===== src/rtl/charlcd_exp_pkg.sv =====
// Shared definitions for the expander-driven character LCD controller.
// Assumes a 4-bit LCD wired to the expander with data on bits 7..4.
package charlcd_exp_pkg;

    // Expander bit positions, decoded by the board wiring
    localparam int unsigned BIT_RS = 0;
    localparam int unsigned BIT_RW = 1;
    localparam int unsigned BIT_EN = 2;
    localparam int unsigned BIT_BL = 3;

    // LCD command bytes used by the power-up sequence
    localparam logic [7:0] LCD_NIB_4BIT  = 8'h02;
    localparam logic [7:0] LCD_FUNC_SET  = 8'h28;
    localparam logic [7:0] LCD_DISP_CTRL = 8'h0C;
    localparam logic [7:0] LCD_CLEAR     = 8'h01;
    localparam logic [7:0] LCD_ENTRY     = 8'h06;
    localparam logic [7:0] LCD_SET_ADDR  = 8'h80;

    typedef enum logic [3:0] {
        SQ_PWR, SQ_NIB, SQ_FUNC, SQ_DISP, SQ_CLR, SQ_CLRW, SQ_ENTRY,
        SQ_IDLE, SQ_BYTE, SQ_LWAIT, SQ_LADDR, SQ_RUN, SQ_CHAR
    } seq_t;

    // Start address of a display line on a 4-line panel
    function automatic logic [7:0] line_base(input logic [1:0] line);
        case (line)
            2'd0:    return 8'd0;
            2'd1:    return 8'd64;
            2'd2:    return 8'd20;
            default: return 8'd84;
        endcase
    endfunction

endpackage


===== src/rtl/charlcd_exp_wait.sv =====
// Down-counting delay timer. Loads a cycle count and reports expiry once it
// reaches zero. Starts out loaded with RST_VAL so a power-up wait needs no trigger.
module charlcd_exp_wait #(
    parameter int unsigned W       = 21,
    parameter int unsigned RST_VAL = 100
) (
    input  logic         clk,
    input  logic         rst_n,
    input  logic         load,
    input  logic [W-1:0] load_val,
    output logic         expired
);
    logic [W-1:0] cnt;

    // Count down towards zero, reload on request
    always_ff @(posedge clk) begin
        if (!rst_n)          cnt <= W'(RST_VAL);
        else if (load)       cnt <= load_val;
        else if (cnt != '0)  cnt <= cnt - 1'b1;
    end

    assign expired = (cnt == '0);
endmodule


===== src/rtl/charlcd_exp_byte_tx.sv =====
// Turns one LCD byte (or a lone low nibble) into expander write requests:
// per nibble an enable-high frame then an enable-low frame, high nibble first.
// Assumes the master pulses done or err once per request. An err ends the byte.
module charlcd_exp_byte_tx
    import charlcd_exp_pkg::*;
(
    input  logic       clk,
    input  logic       rst_n,
    input  logic       start,
    input  logic [7:0] byte_in,
    input  logic       rs_in,
    input  logic       nib_only,
    input  logic       backlight,
    output logic       busy,
    output logic       done,
    output logic [7:0] frame,
    input  logic       req_done,
    input  logic       req_err
);
    logic [1:0] idx;     // bit 1: low nibble, bit 0: enable-low half
    logic [7:0] byte_q;
    logic       rs_q;
    logic [3:0] nib;

    // Frame step counter and byte latch
    always_ff @(posedge clk) begin
        if (!rst_n) begin
            busy   <= 1'b0;
            done   <= 1'b0;
            idx    <= 2'd0;
            byte_q <= 8'h00;
            rs_q   <= 1'b0;
        end else begin
            done <= 1'b0;
            if (!busy) begin
                if (start) begin
                    busy   <= 1'b1;
                    idx    <= nib_only ? 2'd2 : 2'd0;
                    byte_q <= byte_in;
                    rs_q   <= rs_in;
                end
            end else if (req_err) begin
                busy <= 1'b0;
                done <= 1'b1;
            end else if (req_done) begin
                if (idx == 2'd3) begin
                    busy <= 1'b0;
                    done <= 1'b1;
                end else begin
                    idx <= idx + 2'd1;
                end
            end
        end
    end

    // Assemble the expander data byte for the current step
    always_comb begin
        nib           = idx[1] ? byte_q[3:0] : byte_q[7:4];
        frame         = {nib, 4'b0000};
        frame[BIT_RS] = rs_q;
        frame[BIT_RW] = 1'b0;
        frame[BIT_EN] = ~idx[0];
        frame[BIT_BL] = backlight;
    end
endmodule


===== src/rtl/charlcd_exp_ctrl.sv =====
// Character LCD controller through an I2C port expander.
// Runs the LCD power-up sequence, then serves single bytes and line strings.
// Assumes an external I2C master that writes req_data to address req_addr and
// answers each request with a single-cycle req_done or req_err.
module charlcd_exp_ctrl
    import charlcd_exp_pkg::*;
#(
    parameter int unsigned CLK_HZ   = 48_000_000,
    parameter int unsigned PWR_US   = 40_000,
    parameter int unsigned CLR_US   = 2_000,
    parameter int unsigned LINE_US  = 50,
    parameter logic [7:0]  EXP_ADDR = 8'h4E
) (
    input  logic       clk,
    input  logic       rst_n,
    input  logic       cmd_valid,
    output logic       cmd_ready,
    input  logic [7:0] cmd_byte,
    input  logic       cmd_is_char,
    input  logic       str_valid,
    output logic       str_ready,
    input  logic [1:0] str_line,
    input  logic [7:0] str_char,
    input  logic       str_last,
    output logic       req_valid,
    output logic [7:0] req_addr,
    output logic [7:0] req_data,
    input  logic       req_done,
    input  logic       req_err,
    output logic       init_done,
    output logic       err_flag
);
    localparam int unsigned CYC_US   = (CLK_HZ < 1_000_000) ? 1 : CLK_HZ / 1_000_000;
    localparam int unsigned PWR_CYC  = CYC_US * PWR_US;
    localparam int unsigned CLR_CYC  = CYC_US * CLR_US;
    localparam int unsigned LINE_CYC = CYC_US * LINE_US;
    localparam int unsigned MAX_A    = (PWR_CYC > CLR_CYC) ? PWR_CYC : CLR_CYC;
    localparam int unsigned MAX_CYC  = (MAX_A > LINE_CYC) ? MAX_A : LINE_CYC;
    localparam int unsigned CNT_W    = $clog2(MAX_CYC + 1);

    seq_t             st, nxt;
    logic             go, g_rs, g_nib, ld;
    logic [7:0]       g_byte;
    logic [CNT_W-1:0] ld_val;
    logic             expired, eng_busy, eng_done;
    logic [1:0]       line_q;
    logic             last_q, init_q, err_q;

    charlcd_exp_wait #(.W(CNT_W), .RST_VAL(PWR_CYC)) u_wait (
        .clk(clk), .rst_n(rst_n), .load(ld), .load_val(ld_val), .expired(expired)
    );

    charlcd_exp_byte_tx u_tx (
        .clk(clk), .rst_n(rst_n), .start(go), .byte_in(g_byte), .rs_in(g_rs),
        .nib_only(g_nib), .backlight(init_q), .busy(eng_busy), .done(eng_done),
        .frame(req_data), .req_done(req_done), .req_err(req_err)
    );

    // Sequencer: next state plus the byte launched or the wait loaded on each step
    always_comb begin
        nxt    = st;
        go     = 1'b0;
        g_byte = 8'h00;
        g_rs   = 1'b0;
        g_nib  = 1'b0;
        ld     = 1'b0;
        ld_val = '0;
        case (st)
            SQ_PWR:   if (expired) begin go = 1'b1; g_byte = LCD_NIB_4BIT; g_nib = 1'b1; nxt = SQ_NIB; end
            SQ_NIB:   if (eng_done) begin go = 1'b1; g_byte = LCD_FUNC_SET; nxt = SQ_FUNC; end
            SQ_FUNC:  if (eng_done) begin go = 1'b1; g_byte = LCD_DISP_CTRL; nxt = SQ_DISP; end
            SQ_DISP:  if (eng_done) begin go = 1'b1; g_byte = LCD_CLEAR; nxt = SQ_CLR; end
            SQ_CLR:   if (eng_done) begin ld = 1'b1; ld_val = CNT_W'(CLR_CYC); nxt = SQ_CLRW; end
            SQ_CLRW:  if (expired) begin go = 1'b1; g_byte = LCD_ENTRY; nxt = SQ_ENTRY; end
            SQ_ENTRY: if (eng_done) nxt = SQ_IDLE;
            SQ_IDLE: begin
                if (cmd_valid) begin
                    go = 1'b1; g_byte = cmd_byte; g_rs = cmd_is_char; nxt = SQ_BYTE;
                end else if (str_valid) begin
                    ld = 1'b1; ld_val = CNT_W'(LINE_CYC); nxt = SQ_LWAIT;
                end
            end
            SQ_BYTE:  if (eng_done) nxt = SQ_IDLE;
            SQ_LWAIT: if (expired) begin go = 1'b1; g_byte = LCD_SET_ADDR | line_base(line_q); nxt = SQ_LADDR; end
            SQ_LADDR: if (eng_done) nxt = SQ_RUN;
            SQ_RUN:   if (str_valid) begin go = 1'b1; g_byte = str_char; g_rs = 1'b1; nxt = SQ_CHAR; end
            SQ_CHAR:  if (eng_done) nxt = last_q ? SQ_IDLE : SQ_RUN;
            default:  nxt = SQ_IDLE;
        endcase
    end

    // State, captured string context, init and error flags
    always_ff @(posedge clk) begin
        if (!rst_n) begin
            st     <= SQ_PWR;
            line_q <= 2'd0;
            last_q <= 1'b0;
            init_q <= 1'b0;
            err_q  <= 1'b0;
        end else begin
            st <= nxt;
            if (st == SQ_IDLE && !cmd_valid && str_valid) line_q <= str_line;
            if (st == SQ_RUN && str_valid)                last_q <= str_last;
            if (st == SQ_ENTRY && eng_done)               init_q <= 1'b1;
            if (eng_busy && req_err)                      err_q  <= 1'b1;
        end
    end

    assign cmd_ready = (st == SQ_IDLE);
    assign str_ready = (st == SQ_RUN);
    assign req_valid = eng_busy;
    assign req_addr  = EXP_ADDR;
    assign init_done = init_q;
    assign err_flag  = err_q;
endmodule


===== config.mk =====
export PLATFORM = sky130hd
export DESIGN_NAME = charlcd_exp_ctrl
export DESIGN_NICKNAME = d
export VERILOG_FILES = /design/src/rtl/charlcd_exp_pkg.sv /design/src/rtl/charlcd_exp_wait.sv /design/src/rtl/charlcd_exp_byte_tx.sv /design/src/rtl/charlcd_exp_ctrl.sv
export SDC_FILE = /design/constraint.sdc
export NUM_CORES = 1
export LEC_CHECK = 0
export ABC_CLOCK_PERIOD_IN_PS = 2500
export BUFFER_PORTS_ARGS = -buffer_cell sky130_fd_sc_hd__buf_2
export CORE_MARGIN = 5
export CORE_UTILIZATION = 46
export CTS_BUF_LIST = sky130_fd_sc_hd__clkbuf_8
export DETAILED_ROUTE_END_ITERATION = 8
export PLACE_DENSITY = 0.78
export SLEW_MARGIN = 5
export SYNTH_ARGS = -nofsm -noshare
export SYNTH_HDL_FRONTEND = slang
export SYNTH_SLANG_ARGS = --single-unit

===== constraint.sdc =====
create_clock -name clk -period 2.5 [get_ports clk]
set_clock_uncertainty 0.05 [all_clocks]
set_input_delay 0.125 -clock clk [delete_from_list [all_inputs] [get_ports clk]]
set_output_delay 0.125 -clock clk [all_outputs]
set_load 0.01 [all_outputs]

==> qor.yml <==
logic_synthesis:
  synth_cell_types: 57
  synth.area.top_cells: "dfxtp_1 (33%), nor2_1 (4.1%), a21oi_1 (3.9%)"
  synth_area_um2: 2580
  postSynthAreaPerCell_um2: 8.10
  synthCells: 319
  synth_edf_count: 0
  ys.flop_type: "dfxtp_1"
  yosysTopAreaCell: "dfxtp_1"
  synth_seq_area_share_pct: 33.3
  synth_top_area_share_pct: 33.3
  synth.yosys.warnings: 0
  async_flop_share_pct: 0
  synth_seq_cells: 43
sta:
  worst_slew_pin_slew_ns: 0.586
  relSlewSlack_pct: 59.9
  fin_setup_tns_ns: 0
  rsz0062_at_grt: "no"
  post-route-period-util_pct: 93.9
  slew_violations: 0
  fin_crit_ns: 2.35
  setup_viol: 0
  max_freq_ghz: 0.426
  hold_violations: 0
power_and_ir_drop:
  power.total_mw: 2.20
  leakagePower_nw: 1.10
  ir_drop_mv: 0.369
  p_per_area_nw_per_um2: 753
grt:
  grt_first_pass_wirelength_mm: 11.1
  use_met2_pct: 29.4
  grt_use_met3_pct: 4.66
  grt_overflow: 0
  grt_pass1_vias: 2401
  met1_usage_pct: 24.2
  grt_antenna_before_repair: 0
  grt_max_degree: 17
  grt_use_total_pct: 18.5
  busiest_layer: "met2"
finish:
  final_cells: 425
  num_antenna_cells: 0
  nets: 380
  layout_common_cells: "dfxtp_1 (43), buf_2 (37), nor2_1 (28)"
  drive_above_1_share_pct: 20.7
  post-route-util_pct: 53.4
  final_common_cell: "dfxtp_1"
  areaGrowthSynthToFinish_pct: 13.2
floorplanning:
  start_util_pct: 47.2
  die_x_um: 84.9
  die_h_um: 84.9
  core_area_um2: 5470
  ios: 47
  die_area_um2: 7220
  row_count: 27
cts:
  clk_latency_ns: 0.30
  clock_path_buffers: 2
  cts_setup_buffers: 0
  cts-buffers-inserted: 5
  cts_tree: "done"
  clk_pin_slew_ns: 0.08
  ctsResizeCount: 0
  numClockSinks: 43
  cts-root-buf: "clkbuf_8"
  postCtsHoldBufs: 0
  cts_max_level: 2
setup_path:
  slowest_stage: "or4_1"
  r2r_slack_ns: 0.15
  cp_max_fo: 8
  worstPathArrival_ns: 2.51
  timing.rr.end: "u_tx.byte_q[6]$_SDFFE_PN0P_"
  crit_chain: "or4_1 > or3_1 > nor4_4 > nand2_1 > a311oi_1"
  reg2regPathDepth: 5
  crit_type: "reg2reg"
  crit_path_max_incr_delay_ns: 0.61
  critPathCaptureType: "flop"
  worst_setup_path_start_kind: "flop"
  required_ns: 2.67
  r2r_start: "u_wait.cnt[16]$_SDFFE_PN1P_"
worst_hold_path:
  hold_path.class: "in2reg"
  hold_start: "str_line[0]"
  min_to: "line_q[0]$_SDFFE_PN0P_"
  min_path_cells: 3
placement:
  dp_hpwl_mm: 4.89
  place_congestion: 0.989
  portBuffers: 37
  dp.cells: 417
run:
  maxCapViolations: 0
route:
  drc: 0
  firstDrtPassIters: 4
  via_count: 2491
  wl_per_cell_um: 15.5
  postRouteAntennaNets: 0
  vias_per_cell: 5.86
  dr.first_iter.drc_count: 190
  routed_wl_mm: 6.59
outcome:
  status: "finished, final reports clean"
==> Yosys cell counts (6+ instances only) <==
| cell type | count |
|---|---|
| a211oi_1 | 8 |
| a21oi_1 | 20 |
| buf_4 | 11 |
| clkbuf_1 | 14 |
| dfxtp_1 | 43 |
| inv_1 | 10 |
| nand2_1 | 20 |
| nand2b_1 | 6 |
| nand3_1 | 8 |
| nand4_1 | 6 |
| nor2_1 | 28 |
| nor3_1 | 19 |
| nor4_1 | 9 |
| o21ai_0 | 12 |
| xnor2_1 | 8 |
| xor2_1 | 7 |
==> state kept, by name (all words and copies together), names as in the netlist <==
name	count
u_wait.cnt	21
u_tx.byte_q	8
st	4
line_q	2
u_tx.idx	2
err_flag	1
init_done	1
last_q	1
u_tx.busy	1
u_tx.done	1
u_tx.rs_q	1
==> logic make-up after synthesis <==
family	synth area share [%]
buf+inv	7.84
flops	33.3
fa+ha+maj	0.968
xor+xnor	5.08
mux	2.95
compound gates	22.2
other cells	0.291
simple gates	27.4
==> worst max-delay path: cells and delay by family, from the launching register on <==
family,cells,cell delay [ns]
DFF,1,0.35
AOI/OAI and AO/OA,1,0.27
and+or+nand+nor,4,1.59
==> per-stage QoR <==
stage	setup slack, ns	hold slack (ns)	area (um^2)
after floorplan	0.399	0.211	2610
after global placement	0.260	0.323	2810
after detailed placement	0.171	0.330	2810
after CTS	0.138	0.00883	2920
after global routing	0.0169	0.0189	2920
final	0.152	0.0113	2920
==> layout make-up <==
cell class                      instances  area, um^2
Clock inverter                          2        35.0
Tap cell                               72        90.1
Inverter                               11        41.3
Multi-Input combinational cell        243        1550
Fill cell                             537        2550
Clock buffer                            6        82.6
Sequential cell                        43         861
Timing Repair Buffer                   48         268
==> worst max-delay path by stage <==
stage,end,from,slack [ns]
floorplan,u_tx.byte_q[7]$_SDFFE_PN0P_,u_wait.cnt[12]$_SDFFE_PN0P_,0.40
global placement,u_tx.byte_q[4]$_SDFFE_PN0P_,u_wait.cnt[12]$_SDFFE_PN0P_,0.26
detailed placement,u_tx.byte_q[6]$_SDFFE_PN0P_,u_wait.cnt[16]$_SDFFE_PN1P_,0.17
CTS,u_tx.byte_q[6]$_SDFFE_PN0P_,u_wait.cnt[16]$_SDFFE_PN1P_,0.14
global route,u_tx.byte_q[6]$_SDFFE_PN0P_,u_wait.cnt[16]$_SDFFE_PN1P_,0.02
finish,u_tx.byte_q[6]$_SDFFE_PN0P_,u_wait.cnt[16]$_SDFFE_PN1P_,0.15
==> layer usage <==
metal  part of all wire (%)  wire (um)
met1                     46       3000
met2                     47       3060
met4                    1.7        114
met5                      0          0
met3                    6.1        403
==> power breakdown <==
group	internal, mW	leakage (nW)	switching, mW
clock	0.323	0.0612	0.247
sequential	0.755	0.349	0.114
combinational	0.326	0.686	0.437
No activity file was read; power rests on OpenSTA's default activity.
